<file path="config.mk">
export PLATFORM = sky130hd
export DESIGN_NAME = nor_erase_seq
export DESIGN_NICKNAME = d
export VERILOG_FILES = /design/src/rtl/nor_erase_pkg.sv /design/src/rtl/nor_erase_check.sv /design/src/rtl/nor_erase_pick.sv /design/src/rtl/nor_erase_seq.sv
export SDC_FILE = /design/constraint.sdc
export NUM_CORES = 1
export LEC_CHECK = 0
export BUFFER_PORTS_ARGS = -buffer_cell sky130_fd_sc_hd__clkbuf_2
export CORE_ASPECT_RATIO = 0.75
export CORE_MARGIN = 2
export CORE_UTILIZATION = 40
export DETAILED_ROUTE_END_ITERATION = 12
export PLACE_DENSITY = 0.58
export SLEW_MARGIN = 20
export SYNTH_ARGS = -nofsm -noshare
export SYNTH_HDL_FRONTEND = slang
export SYNTH_SLANG_ARGS = --single-unit
</file>
<file path="constraint.sdc">
create_clock -name clk -period 7.49 [get_ports clk]
set_clock_uncertainty 0.2 [all_clocks]
set_input_delay 1.498 -clock clk [delete_from_list [all_inputs] [get_ports clk]]
set_output_delay 1.498 -clock clk [all_outputs]
set_load 0.01 [all_outputs]
</file>
<file path="src/rtl/nor_erase_pkg.sv">
package nor_erase_pkg;

    localparam logic [7:0] OP_WREN  = 8'h06;
    localparam logic [7:0] OP_WRDI  = 8'h04;
    localparam logic [7:0] OP_RDSR  = 8'h05;
    localparam logic [7:0] OP_CHIP  = 8'hC7;

    typedef enum logic [2:0] {
        ST_IDLE,
        ST_CHECK,
        ST_PICK,
        ST_REQ,
        ST_RSP,
        ST_DONE
    } seq_state_e;

    typedef enum logic [1:0] {
        PH_WREN,
        PH_ERASE,
        PH_POLL,
        PH_WRDI
    } seq_phase_e;

endpackage

</file>
<file path="src/rtl/nor_erase_check.sv">
module nor_erase_check #(
    parameter int AW       = 24,
    parameter int SECT_LOG = 12
) (
    input  logic [AW-1:0] addr,
    input  logic [AW:0]   len,
    input  logic [AW:0]   fsize,
    output logic          out_of_range,
    output logic          zero_len,
    output logic          misaligned,
    output logic          whole
);
    logic [AW:0] addr_w;
    logic [AW:0] room;

    always_comb begin
        addr_w       = {1'b0, addr};
        room         = fsize - addr_w;
        out_of_range = (addr_w >= fsize) || (room < len);
        zero_len     = (len == '0);
        misaligned   = (|addr[SECT_LOG-1:0]) || (|len[SECT_LOG-1:0]);
        whole        = (len == fsize);
    end

endmodule

</file>
<file path="src/rtl/nor_erase_pick.sv">
module nor_erase_pick #(
    parameter int AW    = 24,
    parameter int NTYPE = 4,
    parameter int EW    = 5,
    localparam int IW   = (NTYPE > 1) ? $clog2(NTYPE) : 1,
    localparam int MW   = AW + 1
) (
    input  logic [AW-1:0]       cur_addr,
    input  logic [AW:0]         remain,
    input  logic [NTYPE*EW-1:0] exps,
    output logic                hit,
    output logic [IW-1:0]       idx
);
    logic [NTYPE-1:0] fit;
    logic [MW-1:0]    both;

    assign both = {1'b0, cur_addr} | remain;

    for (genvar g = 0; g < NTYPE; g++) begin : g_fit
        logic [EW-1:0] e;
        logic [MW-1:0] msk;
        assign e = exps[g*EW +: EW];
        always_comb begin
            if (32'(e) >= MW) msk = '1;
            else              msk = (MW'(1) << e) - MW'(1);
            fit[g] = (e != '0) && ((both & msk) == '0);
        end
    end

    always_comb begin
        logic [EW-1:0] best;
        hit  = 1'b0;
        idx  = '0;
        best = '0;
        for (int i = 0; i < NTYPE; i++) begin
            if (fit[i] && (!hit || exps[i*EW +: EW] > best)) begin
                hit  = 1'b1;
                idx  = IW'(i);
                best = exps[i*EW +: EW];
            end
        end
    end

endmodule

</file>
<file path="src/rtl/nor_erase_seq.sv">
module nor_erase_seq
    import nor_erase_pkg::*;
#(
    parameter int          AW       = 24,
    parameter int          NTYPE    = 4,
    parameter int          EW       = 5,
    parameter int          SECT_LOG = 12,
    parameter logic [7:0]  WIP_MASK = 8'h01
) (
    input  logic                clk,
    input  logic                rst_n,
    input  logic                start,
    input  logic [AW-1:0]       start_addr,
    input  logic [AW:0]         erase_len,
    input  logic [AW:0]         flash_size,
    input  logic [NTYPE*EW-1:0] type_exp,
    input  logic [NTYPE*8-1:0]  type_op,
    output logic                busy,
    output logic                done,
    output logic                err,
    output logic                req_valid,
    input  logic                req_ready,
    output logic [7:0]          req_op,
    output logic [AW-1:0]       req_addr,
    output logic                req_addr_en,
    output logic                req_read,
    input  logic                rsp_valid,
    input  logic [7:0]          rsp_data
);
    localparam int IW = (NTYPE > 1) ? $clog2(NTYPE) : 1;

    typedef struct packed {
        seq_state_e          st;
        seq_phase_e          ph;
        logic [AW-1:0]       addr;
        logic [AW:0]         remain;
        logic [AW:0]         fsize;
        logic [NTYPE*EW-1:0] exps;
        logic [NTYPE*8-1:0]  ops;
        logic                chip;
        logic [7:0]          op;
        logic [EW-1:0]       exp;
        logic                err;
        logic [7:0]          last_op;
    } ctl_t;

    ctl_t ctl_d, ctl_q;

    logic          bad_range, len_zero, bad_align, is_whole;
    logic          pick_hit;
    logic [IW-1:0] pick_idx;
    logic [AW:0]   step;
    logic [7:0]    cur_op;

    nor_erase_check #(.AW(AW), .SECT_LOG(SECT_LOG)) u_check (
        .addr         (ctl_q.addr),
        .len          (ctl_q.remain),
        .fsize        (ctl_q.fsize),
        .out_of_range (bad_range),
        .zero_len     (len_zero),
        .misaligned   (bad_align),
        .whole        (is_whole)
    );

    nor_erase_pick #(.AW(AW), .NTYPE(NTYPE), .EW(EW)) u_pick (
        .cur_addr (ctl_q.addr),
        .remain   (ctl_q.remain),
        .exps     (ctl_q.exps),
        .hit      (pick_hit),
        .idx      (pick_idx)
    );

    assign step = (AW+1)'(1) << ctl_q.exp;

    always_comb begin
        unique case (ctl_q.ph)
            PH_WREN:  cur_op = OP_WREN;
            PH_ERASE: cur_op = ctl_q.op;
            PH_POLL:  cur_op = OP_RDSR;
            default:  cur_op = OP_WRDI;
        endcase
    end

    always_comb begin
        ctl_d = ctl_q;
        unique case (ctl_q.st)
            ST_IDLE: begin
                if (start) begin
                    ctl_d.addr   = start_addr;
                    ctl_d.remain = erase_len;
                    ctl_d.fsize  = flash_size;
                    ctl_d.exps   = type_exp;
                    ctl_d.ops    = type_op;
                    ctl_d.err    = 1'b0;
                    ctl_d.chip   = 1'b0;
                    ctl_d.st     = ST_CHECK;
                end
            end
            ST_CHECK: begin
                if (bad_range) begin
                    ctl_d.err = 1'b1;
                    ctl_d.st  = ST_DONE;
                end else if (len_zero) begin
                    ctl_d.st  = ST_DONE;
                end else if (bad_align) begin
                    ctl_d.err = 1'b1;
                    ctl_d.st  = ST_DONE;
                end else if (is_whole) begin
                    ctl_d.chip = 1'b1;
                    ctl_d.op   = OP_CHIP;
                    ctl_d.ph   = PH_WREN;
                    ctl_d.st   = ST_REQ;
                end else begin
                    ctl_d.st   = ST_PICK;
                end
            end
            ST_PICK: begin
                if (pick_hit) begin
                    ctl_d.op  = ctl_q.ops[pick_idx*8 +: 8];
                    ctl_d.exp = ctl_q.exps[pick_idx*EW +: EW];
                    ctl_d.ph  = PH_WREN;
                end else begin
                    ctl_d.err = 1'b1;
                    ctl_d.ph  = PH_WRDI;
                end
                ctl_d.st = ST_REQ;
            end
            ST_REQ: begin
                if (req_ready) begin
                    ctl_d.last_op = cur_op;
                    ctl_d.st      = ST_RSP;
                end
            end
            ST_RSP: begin
                if (rsp_valid) begin
                    ctl_d.st = ST_REQ;
                    unique case (ctl_q.ph)
                        PH_WREN:  ctl_d.ph = PH_ERASE;
                        PH_ERASE: begin
                            if (ctl_q.chip) begin
                                ctl_d.remain = '0;
                            end else begin
                                ctl_d.addr   = ctl_q.addr + step[AW-1:0];
                                ctl_d.remain = ctl_q.remain - step;
                            end
                            ctl_d.ph = PH_POLL;
                        end
                        PH_POLL: begin
                            if ((rsp_data & WIP_MASK) != '0) ctl_d.ph = PH_POLL;
                            else if (ctl_q.remain == '0)      ctl_d.ph = PH_WRDI;
                            else                              ctl_d.st = ST_PICK;
                        end
                        default:  ctl_d.st = ST_DONE;
                    endcase
                end
            end
            default: begin
                ctl_d.st  = ST_IDLE;
                ctl_d.err = 1'b0;
            end
        endcase
    end

    always_ff @(posedge clk or negedge rst_n) begin
        if (!rst_n) begin
            ctl_q         <= '0;
            ctl_q.st      <= ST_IDLE;
            ctl_q.ph      <= PH_WREN;
        end else begin
            ctl_q <= ctl_d;
        end
    end

    assign busy        = (ctl_q.st != ST_IDLE);
    assign done        = (ctl_q.st == ST_DONE);
    assign err         = done && ctl_q.err;
    assign req_valid   = (ctl_q.st == ST_REQ);
    assign req_op      = cur_op;
    assign req_addr_en = (ctl_q.ph == PH_ERASE) && !ctl_q.chip;
    assign req_addr    = req_addr_en ? ctl_q.addr : '0;
    assign req_read    = (ctl_q.ph == PH_POLL);

    AST_REQ_HOLD: assert property (@(posedge clk) disable iff (!rst_n)
        req_valid && !req_ready |=> req_valid && $stable(req_op) && $stable(req_addr));
    AST_DONE_PULSE: assert property (@(posedge clk) disable iff (!rst_n)
        done |=> !done);
    AST_ERR_QUAL: assert property (@(posedge clk) disable iff (!rst_n)
        err |-> done);
    AST_WREN_FIRST: assert property (@(posedge clk) disable iff (!rst_n)
        req_valid && (ctl_q.ph == PH_ERASE) |-> ctl_q.last_op == OP_WREN);
    AST_ERASE_ALIGNED: assert property (@(posedge clk) disable iff (!rst_n)
        req_valid && req_addr_en |-> req_addr[SECT_LOG-1:0] == '0);
    AST_QUIET_IDLE: assert property (@(posedge clk) disable iff (!rst_n)
        !busy |-> !req_valid);

endmodule

</file>
Word level (Yosys, flattened, before mapping)
Cells that the tools add are included.

Bits in registers: 146. Bits of input ports: 139. Output and inout port bits: 38. Word-level logic and storage cells: 165.

Add/subtract/negate cells: 7. Multiply operators: 1. Magnitude comparators: 9. Eq/ne operators: 23. Shift-type cells: 7. Mux-type cells: 54. Bitwise logic cells: 6. Reduce and logical (&&, ||, !) cells: 47.

Operators with widths (number): 127-bit 2-to-1 mux (1); 25-bit zero test (5); 25-bit 2-to-1 mux (5); 1-bit by 5-bit left shift with 25-bit output, first input constant (5); 25-bit bitwise AND (4); 25-bit by 2-bit subtractor with 25-bit output, second input constant (4); 49-bit case mux with 2 select lines (1); 54-bit 2-to-1 mux (1); 49-bit 2-to-1 mux (1); 24-bit 2-to-1 mux (2); 9-bit 2-to-1 mux (4); 32-bit by 6-bit variable part select with 8-bit output (1); 25-bit equality test (1); 24-bit by 25-bit greater-or-equal comparator with 1-bit output (1); 25-bit less-than comparator (1); 24-bit by 25-bit OR with 25-bit output (1); 25-bit by 24-bit subtractor with 25-bit output (1); 25-bit subtractor (1); 24-bit adder (1); 8-bit case mux with 3 select lines (1); 12-bit OR reduction (2); 5-bit greater-or-equal comparator, second input constant (4); 2-bit != test, second input constant (10); 5-bit nonzero test (4); other kinds (38) (92).

Longest topological paths before layout
Gate-level depths: netlist of run 1.

Depth after elaboration: 23. Depth in mapped cells: 44. Depth with buffers taken out: 38.

Cells and area by module
From an unflattened synthesis of run 1, not the netlist that was laid out.

Cell total of the unflattened synthesis: 1932. Area, all modules: 15434.8 um^2.

By module, submodules not included: nor_erase_seq (times used 1, cells an instance 990, area an instance 9537.9 um^2, seq. area each 3653.5 um^2); nor_erase_pick (times used 1, cells an instance 563, area an instance 3321.9 um^2, seq. area each 0.0 um^2); nor_erase_check (times used 1, cells an instance 379, area an instance 2575.0 um^2, seq. area each 0.0 um^2).

Worst setup path after synthesis of run 1
Ideal clock, no wire load.

Kind: flip-flop to flip-flop. From: register ctl_q[57] in the netlist's numbering. To: register ctl_q[10] in the netlist's numbering. Library setup time: 0.158 ns. Arrival: 7.551 ns. Data required time: 7.132 ns. Path slack: -0.418 ns. Stages on the path, launching flop included: 41. Buffers on the path: 7. Period minus slack after synthesis: 7.908 ns. Path through: dfrtp_1 -> buf_2 -> or3_1 -> or3_1 -> ha_1 -> clkbuf_1 -> clkbuf_1 -> nor3_1 -> o21bai_1 -> a32oi_1 -> nand4_1 -> nor3_2 -> nand2_1 -> ha_1 -> nand2_1 -> o21ai_0 -> o21a_1 -> o21ai_0 -> [5 not listed] -> o21a_1 -> o21ai_0 -> a21o_1 -> a21boi_1 -> buf_2 -> buf_4 -> mux2_2 -> ha_1 -> nor2b_1 -> o21a_1 -> o21ai_0 -> a21oi_1 -> o22a_1 -> nand3_1 -> o31ai_2 -> buf_2 -> a221oi_1 -> o21ai_0.

Cells in the longest elaborated chain, start to end: 21. Elaborated cells on any way between the ends: 33. Those cells by class: 1 x add/sub; 1 x mul; 4 x order compare; 2 x shift; 11 x mux; 1 x bitwise; 13 x reduce/logical.

Ends and longest elaborated chain: start: declaration (line nor_erase_seq.sv:47) `ctl_t ctl_d, ctl_q;`; start signal: assignment (line nor_erase_seq.sv:170) `ctl_q <= ctl_d;`; 1-bit by 5-bit left shift with 25-bit output (line nor_erase_pick.sv:25) `else msk = (MW'(1) << e) - MW'(1);`; 25-bit by 2-bit subtractor with 25-bit output (line nor_erase_pick.sv:25); 25-bit 2-to-1 mux (line nor_erase_pick.sv:24) `if (32'(e) >= MW) msk = '1;`; 25-bit bitwise AND (line nor_erase_pick.sv:26) `fit[g] = (e != '0) && ((both & msk) == '0);`; 25-bit zero test (line nor_erase_pick.sv:26); 1-bit logical AND (line nor_erase_pick.sv:26); 5-bit 2-to-1 mux / 1-bit 2-to-1 mux (equally long branches) (line nor_erase_pick.sv:36) `if (fit[i] && (!hit || exps[i*EW +: EW] > best)) begin`; 5-bit > comparator / 1-bit zero test (equally long branches) (line nor_erase_pick.sv:36); [5 not listed]; 1-bit logical AND (line nor_erase_pick.sv:36); 5-bit 2-to-1 mux / 1-bit 2-to-1 mux (equally long branches) (line nor_erase_pick.sv:36); 5-bit > comparator / 1-bit zero test (equally long branches) (line nor_erase_pick.sv:36); 1-bit logical OR (line nor_erase_pick.sv:36); 1-bit logical AND (line nor_erase_pick.sv:36); 2-bit 2-to-1 mux (line nor_erase_pick.sv:36); 2-bit by 3-bit multiplier with 5-bit output (line nor_erase_seq.sv:120) `ctl_d.exp = ctl_q.exps[pick_idx*EW +: EW];`; 20-bit by 6-bit variable part select with 5-bit output (line nor_erase_seq.sv:120).

Parallel ways exist; a longest one is shown, timed or not. A chain may end at the register's enable or synchronous reset.

Worst setup path after layout of run 1
From: register ctl_q[57] in the netlist's numbering. To: register ctl_q[15] in the netlist's numbering.

Cells in the longest elaborated chain, start to end: 22. Elaborated cells on any way between the ends: 35. Those cells by class: 1 x add/sub; 4 x order compare; 1 x eq/ne; 2 x shift; 13 x mux; 1 x bitwise; 13 x reduce/logical.

Ends and longest elaborated chain: 1-bit by 5-bit left shift with 25-bit output (line nor_erase_pick.sv:25); 25-bit by 2-bit subtractor with 25-bit output (line nor_erase_pick.sv:25); 25-bit 2-to-1 mux (line nor_erase_pick.sv:24); 25-bit bitwise AND (line nor_erase_pick.sv:26); 25-bit zero test (line nor_erase_pick.sv:26); 1-bit logical AND (line nor_erase_pick.sv:26); 5-bit 2-to-1 mux / 1-bit 2-to-1 mux (equally long branches) (line nor_erase_pick.sv:36); 5-bit > comparator / 1-bit zero test (equally long branches) (line nor_erase_pick.sv:36); [6 not listed]; 5-bit 2-to-1 mux / 1-bit 2-to-1 mux (equally long branches) (line nor_erase_pick.sv:36); 5-bit > comparator / 1-bit zero test (equally long branches) (line nor_erase_pick.sv:36); 1-bit logical OR (line nor_erase_pick.sv:36); 1-bit logical AND (line nor_erase_pick.sv:36); 2-bit 2-to-1 mux (line nor_erase_pick.sv:36); 32-bit by 6-bit variable part select with 8-bit output (line nor_erase_seq.sv:119) `ctl_d.op = ctl_q.ops[pick_idx*8 +: 8];`; 13-bit 2-to-1 mux (line nor_erase_seq.sv:118) `if (pick_hit) begin`; 8-bit case mux with 2 select lines (line nor_erase_seq.sv:86) `unique case (ctl_q.st)`.

Parallel ways exist; a longest one is shown, timed or not. The select of a mux whose other input is x is not followed.

==> qor.tcl, run 1 <==
set qor(outcome) {completed}
set qor(required_ps) 7650
set qor(postCtsHoldBufs) 0
set qor(layout.core_utilization) 0.473
set qor(fillerInstances) 3563
set qor(port-buffer-count) 169
set qor(r2r.worst_path.cells) 36
set qor(actual_transition_at_the_worst_max_transition_pin_ps) 1200
set qor(number_of_flip_flops_under_the_largest_register_name) 146
set qor(cts_inserted_buffers) 17
set qor(avgSynthCellArea_um2) 8.06
set qor(synth_ff_type) {dfrtp_1}
set qor(ys_ff_latch) 146
set qor(critPathKind) {flop to flop}
set qor(critical_path.reg2reg.startpoint) {ctl_q[57]$_DFFE_PN0P_}
set qor(yosys.area_share.adder) 0.107
set qor(design.portCount) 177
set qor(core.rowCount) 60
set qor(worstSkewPairLatency_ps) 470
set qor(min_path_type) {flop to flop}
set qor(wire_length_of_the_first_global_routing_pass_um) 84800
set qor(multiplexer_share_of_the_synthesized_area) 0.0718
set qor(post_synth_most_frequent_cells) {146 x dfrtp_1, 142 x a21oi_1, 133 x nor2_1}
set qor(synthDominantCellAreaShare) 0.252
set qor(power.clock.fraction) 0.107
set qor(vias) 15000
set qor(cts.reportedPaths.clkPinSlew_ps) 70
set qor(drtAntennaViolNets) 0
set qor(drt_drc_violations_left) 0
set qor(regToRegSetupSlack_ps) 240
set qor(synthCells) 1798
set qor(timing.setup.tns_ps) 0
set qor(leakagePower_nw) 7.49
set qor(post_synth_xor_area_fraction) 0.0520
set qor(cp_data_arrival_time_ps) 7410
set qor(floorplan.die.height_um) 169
set qor(first_iter_violations) 1431
set qor(synth_most_common_cell) {dfrtp_1}
set qor(seqPwrFrac) 0.189
set qor(route.detailed.wl_per_inst_um) 23.0
set qor(main_combinational_cell_family_by_area_after_synthesis) {compound AO/OA/AOI/OAI gates}
set qor(crit_buf_inv) 5
set qor(tritoncts) {done}
set qor(regMostFlops) {ctl_q}
set qor(timing.critical_path.to_type) {flop}
set qor(area_growth_pct) 17.0
set qor(synth_edf_count) 0
set qor(timing.critical_path.slowest_cell_delay_ps) 410
set qor(max_clock_freq_mhz) 138
set qor(layout_min_cycle_time_ps) 7250
set qor(grt_overflow) 0
set qor(timing.critical_path.to) {ctl_q[15]$_DFFE_PN0P_}
set qor(design.core.area_um2) 35800
set qor(power_per_cell_area_nw_per_um2) 511
set qor(synth-simple-area-share) 0.191
set qor(internal_power_mw) 4.05
set qor(placed_area_um2) 16100
set qor(synth_compound_area_frac) 0.267
set qor(startpoint_of_the_worst_setup_timing_path) {ctl_q[57]$_DFFE_PN0P_}
set qor(synthesis.nets) 2058
set qor(first_global_vias) 13800
set qor(peak_supply_drop_uv) 201
set qor(max_cap_violations) 0
set qor(setup_violations) 0
set qor(cts.htree.levels) 4
set qor(drv_slew) 0
set qor(worstSetupPathDepth) 36
set qor(synthDistinctLibCells) 90
set qor(largestRegisters) {ctl_q: 146 flops}
set qor(p_switching_mw) 4.60
set qor(number_of_buffers_between_clock_root_and_the_deepest_sink) 2
set qor(worst_slew_margin_rel) 0.192
set qor(finalNetCount) 2221
set qor(gp_congestion) 0.976
set qor(worst_setup_path_start_kind) {flop}
set qor(via_per_inst) 6.13
set qor(drt-pass1-iter-count) 5
set qor(crit_path_top_delay_cell) {or3_4}
set qor(ys.warnings.count) 0
set qor(grt_antenna_before_repair) 0
set qor(timing.critical_path.mode_cell) {a21oi_1}
set qor(combinationalPowerShare) 0.704
set qor(synthTopCellsByArea) {dfrtp_1 25%, ha_1 10%, mux2_2 5.6%}
set qor(hold_viol_final) 0
set qor(layout_cell_area_excl_fill_um2) 17000
set qor(floorplan.die.width_um) 224
set qor(syn-cell-area_um2) 14500
set qor(dp_hpwl_um) 43100
set qor(swShare) 0.532
set qor(clock-root-buffer) {clkbuf_16}
set qor(final_layout_size_suffix_gt1_frac) 0.205
set qor(die-area_um2) 37800
set qor(wirelength_routed_um) 56200
set qor(grt.total_usage) 0.295
set qor(initial_utilization) 0.405
set qor(worstReg2RegEnd) {ctl_q[15]$_DFFE_PN0P_}
set qor(synth_area_leader_cell) {dfrtp_1}
set qor(pin_count_of_the_biggest_net_entering_global_routing) 86
set qor(synth-async-reset-ratio) 1.00
set qor(ys_seq_area_frac) 0.252
set qor(cp_top_family) {compound AO/OA/AOI/OAI gates}
set qor(rsz0062_at_grt) {yes}
set qor(final_period_utilization) 0.968
set qor(clock-sinks) 146
set qor(worstPathMaxFanout) 8
## stage by stage
step / hold slack, ps / power [mW] / worst slack, ps / std cells
5_1_grt: 329 / 9.32 / -105 / 2439
6_report: 306 / 8.66 / 240 / 2440
3_5_place_dp: 290 / 7.46 / -12.8 / 2393
4_1_cts: 309 / 8.45 / 12.4 / 2427
2_1_floorplan: 273 / 5.61 / 0.647 / 1798
3_3_place_gp: 284 / 7.41 / 89.8 / 2393
## worst min path at each step
stage,slack [ps],start,endpoint,cells after the start
final,310,ctl_q[30]$_DFFE_PN0P_,ctl_q[30]$_DFFE_PN0P_,1
after global routing,330,ctl_q[29]$_DFFE_PN0P_,ctl_q[29]$_DFFE_PN0P_,1
after CTS,310,ctl_q[23]$_DFFE_PN0P_,ctl_q[23]$_DFFE_PN0P_,1
after detailed placement,290,ctl_q[23]$_DFFE_PN0P_,ctl_q[23]$_DFFE_PN0P_,1
after global placement,280,ctl_q[28]$_DFFE_PN0P_,ctl_q[28]$_DFFE_PN0P_,1
after floorplan,270,ctl_q[23]$_DFFE_PN0P_,ctl_q[23]$_DFFE_PN0P_,1
## area by class of cell
type,instances,area (µm²),share of cell area
Antenna cell,1,2.50,0.000148
Sequential cell,146,3650,0.216
Clock inverter,15,178,0.0105
Clock buffer,17,425,0.0251
Timing Repair Buffer,245,1450,0.0853
Tap cell,465,582,0.0343
Multi-Input combinational cell,1433,10200,0.603
Inverter,118,443,0.0261
## metal layers
layer | track usage | vias to the layer above | share of wire
li1 | - | 6998 | -
met1 | 0.444 | 7241 | 0.47
met2 | 0.417 | 666 | 0.41
met3 | 0.0717 | 58 | 0.094
met4 | 0.0728 | 0 | 0.019
met5 | 0 | - | 0
## power groups by stage
| stage | combinational (mW) | sequential (mW) | clock (mW) |
|---|---|---|---|
| after floorplan | 4.20 | 1.42 | 0 |
| after global placement | 5.78 | 1.63 | 0 |
| after detailed placement | 5.82 | 1.64 | 0 |
| after CTS | 5.89 | 1.62 | 0.940 |
| after global routing | 6.66 | 1.68 | 0.966 |
| final | 6.10 | 1.64 | 0.924 |
## placed cells by master, fill, tap and decap left out, types with 27 or more instances in the layout
master | Yosys | layout
xnor2_1 | 55 | 55
and2_1 | 44 | 43
nand2_1 | 122 | 122
a221oi_1 | 32 | 30
inv_1 | 117 | 117
o21ai_0 | 127 | 122
nand3_1 | 43 | 42
clkbuf_2 | 0 | 168
a21o_1 | 28 | 28
nor3_1 | 47 | 44
ha_1 | 118 | 115
nor2_1 | 133 | 131
nor2b_1 | 31 | 27
buf_4 | 1 | 72
mux2_2 | 72 | 70
a21oi_1 | 142 | 140
xor2_1 | 31 | 31
dfrtp_1 | 146 | 146
## cells by family after synthesis
logic type,count (synthesis)
AOI/OAI and AO/OA,582
xor gates and xnor gates,86
adders and majority gates,122
buffers and inverters,220
DFF,146
muxes,94
and+or+nand+nor,548
## repair_timing
item	4_1_cts	5_1_grt
endpoints found under the setup margin	4	13
pin swaps	2	22
gates resized for setup	7	30
buffers inserted	1	12
gates cloned	1	0
No activity file was read; power rests on OpenSTA's default activity.
==> inputs of run 2 (changes only) <==
==> constraint.sdc (replaced) <==
create_clock -name clk -period 7.49 [get_ports clk]
set_clock_uncertainty 0.2 [all_clocks]
set_input_delay 0.749 -clock clk [delete_from_list [all_inputs] [get_ports clk]]
set_output_delay 0.749 -clock clk [all_outputs]
set_load 0.01 [all_outputs]
==> qor.tcl, run 2 (synthesized netlist as in run 1, its figures left out) <==
set qor(outcome) {completed}
set qor(power_per_cell_area_nw_per_um2) 511
set qor(initial_utilization) 0.405
set qor(layout_min_cycle_time_ps) 7310
set qor(grt_overflow) 0
set qor(clock-root-buffer) {clkbuf_16}
set qor(cts_inserted_buffers) 17
set qor(timing.critical_path.to_type) {flop}
set qor(most_common_cell_after_layout_fill_and_taps_aside) {clkbuf_2}
set qor(antenna_cells) 0
set qor(regToRegSetupSlack_ps) 180
set qor(timing.critical_path.mode_cell) {o21a_1}
set qor(wirelength_routed_um) 56700
set qor(final_period_utilization) 0.976
set qor(hold_viol_final) 0
set qor(grt.total_usage) 0.295
set qor(route.detailed.wl_per_inst_um) 23.2
set qor(number_of_flip_flops_under_the_largest_register_name) 146
set qor(via_per_inst) 6.17
set qor(post-route-worst-setup-slack_ps) 181
set qor(die-area_um2) 37800
set qor(critical_path.reg2reg.startpoint) {ctl_q[58]$_DFFE_PN0P_}
set qor(actual_transition_at_the_worst_max_transition_pin_ps) 1170
set qor(tritoncts) {done}
set qor(core.rowCount) 60
set qor(worstReg2RegEnd) {ctl_q[10]$_DFFE_PN0P_}
set qor(dp_hpwl_um) 43800
set qor(gp_congestion) 0.956
set qor(grt_antenna_before_repair) 0
set qor(final_cell_mix) {168 x clkbuf_2, 146 x dfrtp_1, 140 x a21oi_1}
set qor(regMostFlops) {ctl_q}
set qor(final_layout_size_suffix_gt1_frac) 0.209
set qor(area_growth_pct) 17.4
set qor(worstSkewPairLatency_ps) 470
set qor(cts.reportedPaths.clkPinSlew_ps) 70
set qor(timing.critical_path.slowest_cell_delay_ps) 400
set qor(leakagePower_nw) 7.53
set qor(wire_length_of_the_first_global_routing_pass_um) 84600
set qor(cts.htree.levels) 4
set qor(port-buffer-count) 169
set qor(setup_violations) 0
set qor(required_ps) 7600
set qor(vias) 15100
set qor(floorplan.die.width_um) 224
set qor(crit_path_top_delay_cell) {or3_4}
set qor(critPathKind) {flop to flop}
set qor(report.power.total_mw) 8.69
set qor(max_cap_violations) 0
set qor(first_iter_violations) 1719
set qor(r2r.worst_path.cells) 34
set qor(finalNetCount) 2223
set qor(peak_supply_drop_uv) 192
set qor(pin_count_of_the_biggest_net_entering_global_routing) 64
set qor(drt-pass1-iter-count) 5
set qor(design.portCount) 177
set qor(largestRegisters) {ctl_q: 146 flops}
set qor(postCtsHoldBufs) 0
set qor(drv_slew) 0
set qor(worst_slew_margin_rel) 0.216
set qor(drt_drc_violations_left) 0
set qor(clock-sinks) 146
set qor(drtAntennaViolNets) 0
set qor(cp_data_arrival_time_ps) 7420
set qor(fillerInstances) 3509
set qor(max_clock_freq_mhz) 137
set qor(worstPathMaxFanout) 8
set qor(worst_setup_path_start_kind) {flop}
set qor(min_path_type) {primary input to asynchronous set/reset pin}
set qor(design.core.area_um2) 35800
set qor(preCtsSetupSlack_ps) -91.0
set qor(number_of_buffers_between_clock_root_and_the_deepest_sink) 2
set qor(floorplan.die.height_um) 169
set qor(timing.hold.ws_ps) 53.2
set qor(first_global_vias) 13600
==> run 2: per-layer routing <==
layer / track usage / share of wire / vias to the layer above
met3: 0.0644 / 0.093 / 52
met1: 0.454 / 0.48 / 7327
li1: - / - / 7004
met4: 0.0603 / 0.017 / 0
met5: 0 / 0 / -
met2: 0.416 / 0.41 / 689
==> run 2: where the power goes <==
part | switching, mW | leakage (nW) | total [mW] | internal, mW
clock | 0.463 | 0.291 | 0.916 | 0.453
combinational | 3.72 | 5.47 | 6.19 | 2.46
sequential | 0.450 | 1.77 | 1.59 | 1.14
total | 4.64 | 7.53 | 8.69 | 4.05
==> run 2: area by class of cell <==
type / count / area, µm² / share of cell area
multi-input cells: 1434 / 10300 / 0.604
clock inverters: 15 / 175 / 0.0103
clock buffers: 17 / 425 / 0.0250
flip-flops and latches: 146 / 3650 / 0.215
repair buffers: 246 / 1450 / 0.0853
inverters: 118 / 443 / 0.0260
well taps: 465 / 582 / 0.0342
==> run 2: what timing repair did <==
| item | in CTS | in global routing |
|---|---|---|
| pin swaps | 1 | 20 |
| gates resized for setup | 6 | 34 |
| endpoints found under the setup margin | 6 | 13 |
| buffers inserted | 4 | 8 |
| gates cloned | 1 | 1 |
==> run 2: worst max path at each step <==
| stage | from | cells after the start | slack [ps] | end |
|---|---|---|---|---|
| CTS | ctl_q[56]$_DFFE_PN0P_ | 35 | 50 | ctl_q[10]$_DFFE_PN0P_ |
| global placement | ctl_q[56]$_DFFE_PN0P_ | 35 | 100 | ctl_q[11]$_DFFE_PN0P_ |
| floorplan | ctl_q[57]$_DFFE_PN0P_ | 40 | 0.6 | ctl_q[10]$_DFFE_PN0P_ |
| global route | ctl_q[58]$_DFFE_PN0P_ | 35 | -100 | ctl_q[21]$_DFFE_PN0P_ |
| detailed placement | ctl_q[56]$_DFFE_PN0P_ | 35 | -90 | ctl_q[11]$_DFFE_PN0P_ |
| finish | ctl_q[58]$_DFFE_PN0P_ | 34 | 180 | ctl_q[10]$_DFFE_PN0P_ |
==> run 2: worst max-delay path: cells and delay by family, from the launching register on <==
kind	cells	cell delay, ps
AND/OR/NAND/NOR	8	1710
multiplexers	1	340
AO/OA/AOI/OAI	18	3090
flip-flops	1	380
buffers and inverters	3	420
adder cells (fa/ha/maj)	4	1060
==> run 2: stage by stage <==
| stage | cells | TNS (ps) | utilization | area, µm² |
|---|---|---|---|---|
| 2_1_floorplan | 1798 | 0 | - | 14500 |
| 3_3_place_gp | 2396 | 0 | 0.449 | 16100 |
| 3_5_place_dp | 2396 | -219 | 0.449 | 16100 |
| 4_1_cts | 2433 | 0 | 0.467 | 16700 |
| 5_1_grt | 2441 | -551 | 0.475 | 17000 |
| 6_report | 2441 | 0 | 0.475 | 17000 |
==> inputs of run 3 (changes only) <==
--- a/config.mk
+++ b/config.mk
@@ -10,7 +10,10 @@
 export CORE_MARGIN = 2
 export CORE_UTILIZATION = 40
 export DETAILED_ROUTE_END_ITERATION = 12
+export HOLD_SLACK_MARGIN = 0.08
+export MAX_ROUTING_LAYER = met4
 export PLACE_DENSITY = 0.58
+export SETUP_SLACK_MARGIN = 0.5
 export SLEW_MARGIN = 20
 export SYNTH_ARGS = -nofsm -noshare
 export SYNTH_HDL_FRONTEND = slang
==> qor.tcl, run 3 (synthesized netlist as in run 1, its figures left out) <==
set qor(outcome) {completed}
set qor(peak_supply_drop_uv) 253
set qor(fillerInstances) 3556
set qor(clock-root-buffer) {clkbuf_16}
set qor(cp_data_arrival_time_ps) 7330
set qor(floorplan.die.width_um) 224
set qor(seqPwrFrac) 0.190
set qor(die-area_um2) 37800
set qor(required_ps) 7630
set qor(cts.htree.levels) 4
set qor(p_switching_mw) 4.63
set qor(max_cap_violations) 0
set qor(grt.total_usage) 0.307
set qor(crit_buf_inv) 2
set qor(route.detailed.wl_per_inst_um) 23.4
set qor(setup_violations) 0
set qor(final-instance-count-excl-fill) 2431
set qor(wirelength_routed_um) 56800
set qor(finalNetCount) 2213
set qor(grt_overflow) 0
set qor(number_of_buffers_between_clock_root_and_the_deepest_sink) 2
set qor(tritoncts) {done}
set qor(floorplan.die.height_um) 169
set qor(swShare) 0.534
set qor(cp_top_family) {compound AO/OA/AOI/OAI gates}
set qor(worst_slew_margin_rel) 0.325
set qor(largestRegisters) {ctl_q: 146 flops}
set qor(final_layout_size_suffix_gt1_frac) 0.203
set qor(hold_viol_final) 0
set qor(gp_congestion) 1.00
set qor(dp_cells) 2392
set qor(clock-sinks) 146
set qor(post-route-worst-setup-slack_ps) 306
set qor(design.portCount) 177
set qor(worstSkewPairLatency_ps) 460
set qor(most_common_cell_after_layout_fill_and_taps_aside) {clkbuf_2}
set qor(drt_drc_violations_left) 0
set qor(placed_area_um2) 16100
set qor(timing.setup.tns_ps) 0
set qor(pin_count_of_the_biggest_net_entering_global_routing) 82
set qor(rsz0062_at_grt) {yes}
set qor(regMostFlops) {ctl_q}
set qor(final_cell_mix) {168 x clkbuf_2, 146 x dfrtp_1, 140 x a21oi_1}
set qor(cts.reportedPaths.clkPinSlew_ps) 80
set qor(wire_length_of_the_first_global_routing_pass_um) 85500
set qor(crit_path_top_delay_cell) {or3_4}
set qor(first_iter_violations) 1639
set qor(via_per_inst) 6.22
set qor(internal_power_mw) 4.04
set qor(power.clock.fraction) 0.106
set qor(worst_setup_path_start_kind) {flop}
set qor(worstPathMaxFanout) 7
set qor(antenna_cells) 0
set qor(preCtsSetupSlack_ps) 16.2
set qor(design.core.area_um2) 35800
set qor(timing.critical_path.mode_cell) {o21ai_1}
set qor(final_period_utilization) 0.959
set qor(grt_antenna_before_repair) 2
set qor(leakagePower_nw) 7.45
set qor(port-buffer-count) 169
set qor(layout_cell_area_excl_fill_um2) 16900
set qor(actual_transition_at_the_worst_max_transition_pin_ps) 1010
set qor(first_global_vias) 13900
set qor(dp_hpwl_um) 43800
set qor(timing.critical_path.to_type) {flop}
set qor(vias) 15100
set qor(combinationalPowerShare) 0.704
set qor(max_clock_freq_mhz) 139
set qor(number_of_flip_flops_under_the_largest_register_name) 146
set qor(core.rowCount) 60
set qor(area_growth_pct) 16.6
set qor(drt-pass1-iter-count) 6
set qor(cts_inserted_buffers) 17
set qor(power_per_cell_area_nw_per_um2) 514
set qor(layout_min_cycle_time_ps) 7180
set qor(initial_utilization) 0.405
set qor(min_path_type) {primary input to asynchronous set/reset pin}
set qor(timing.critical_path.slowest_cell_delay_ps) 400
set qor(timing.hold.ws_ps) 160
set qor(drtAntennaViolNets) 0
set qor(drv_slew) 0
set qor(critPathKind) {flop to flop}
## run 3: worst register-to-register path: cells and delay by family (launching register included)
| kind | cells | cell delay (ps) |
|---|---|---|
| AO/OA/AOI/OAI | 18 | 2640 |
| adder cells (fa/ha/maj) | 4 | 960 |
| buffers and inverters | 2 | 170 |
| flip-flops | 1 | 390 |
| multiplexers | 1 | 330 |
| AND/OR/NAND/NOR | 10 | 2380 |
## run 3: cell type report
class,count,area [µm²],share of cell area
clock buffer,17,425,0.0252
clock inverter,15,183,0.0108
inverter,118,443,0.0262
multi-input combinational,1434,10200,0.606
sequential,146,3650,0.216
tap,465,582,0.0344
timing repair buffer,236,1370,0.0809
## run 3: repair_timing
action                                  in CTS  in global routing
hold buffers                                 0                  0
setup buffers                                5                  0
gates cloned                                 2                  0
resized for setup                           18                  2
endpoints found under the setup margin      13                 13
pin swaps                                   14                 13
## run 3: worst paths after layout
path | start | to | slack [ps] | cells past startpoint
setup / recovery | ctl_q[56]$_DFFE_PN0P_ | ctl_q[12]$_DFFE_PN0P_ | 310 | 35
hold / removal | rst_n | ctl_q[96]$_DFFE_PN0P_ | 160 | 1
setup reg to reg | ctl_q[56]$_DFFE_PN0P_ | ctl_q[12]$_DFFE_PN0P_ | 310 | 35
hold reg to reg | ctl_q[24]$_DFFE_PN0P_ | ctl_q[24]$_DFFE_PN0P_ | 310 | 1
max in group asynchronous | rst_n | ctl_q[132]$_DFFE_PN0P_ | 5480 | 2
min in group clk | type_exp[11] | ctl_q[66]$_DFFE_PN0P_ | 290 | 3
## run 3: layer usage
metal / share of wire / wire, µm / GRT usage
met5: 0 / 0 / -
met4: 0.028 / 1600 / 0.0925
met3: 0.10 / 5740 / 0.0786
met2: 0.40 / 22500 / 0.408
met1: 0.47 / 27000 / 0.449
## run 3: power by group through the flow
stage	sequential, mW	clock (mW)	combinational, mW
CTS	1.64	0.933	5.94
floorplan	1.42	0	4.23
global route	1.70	0.964	6.65
detailed placement	1.65	0	5.86
global placement	1.65	0	5.80
finish	1.65	0.922	6.11
## run 3: per-stage QoR
stage               power, mW   util
floorplan                5.65      -
global placement         7.45  0.450
detailed placement       7.51  0.450
CTS                      8.51  0.471
global route             9.32  0.472
finish                   8.68  0.472
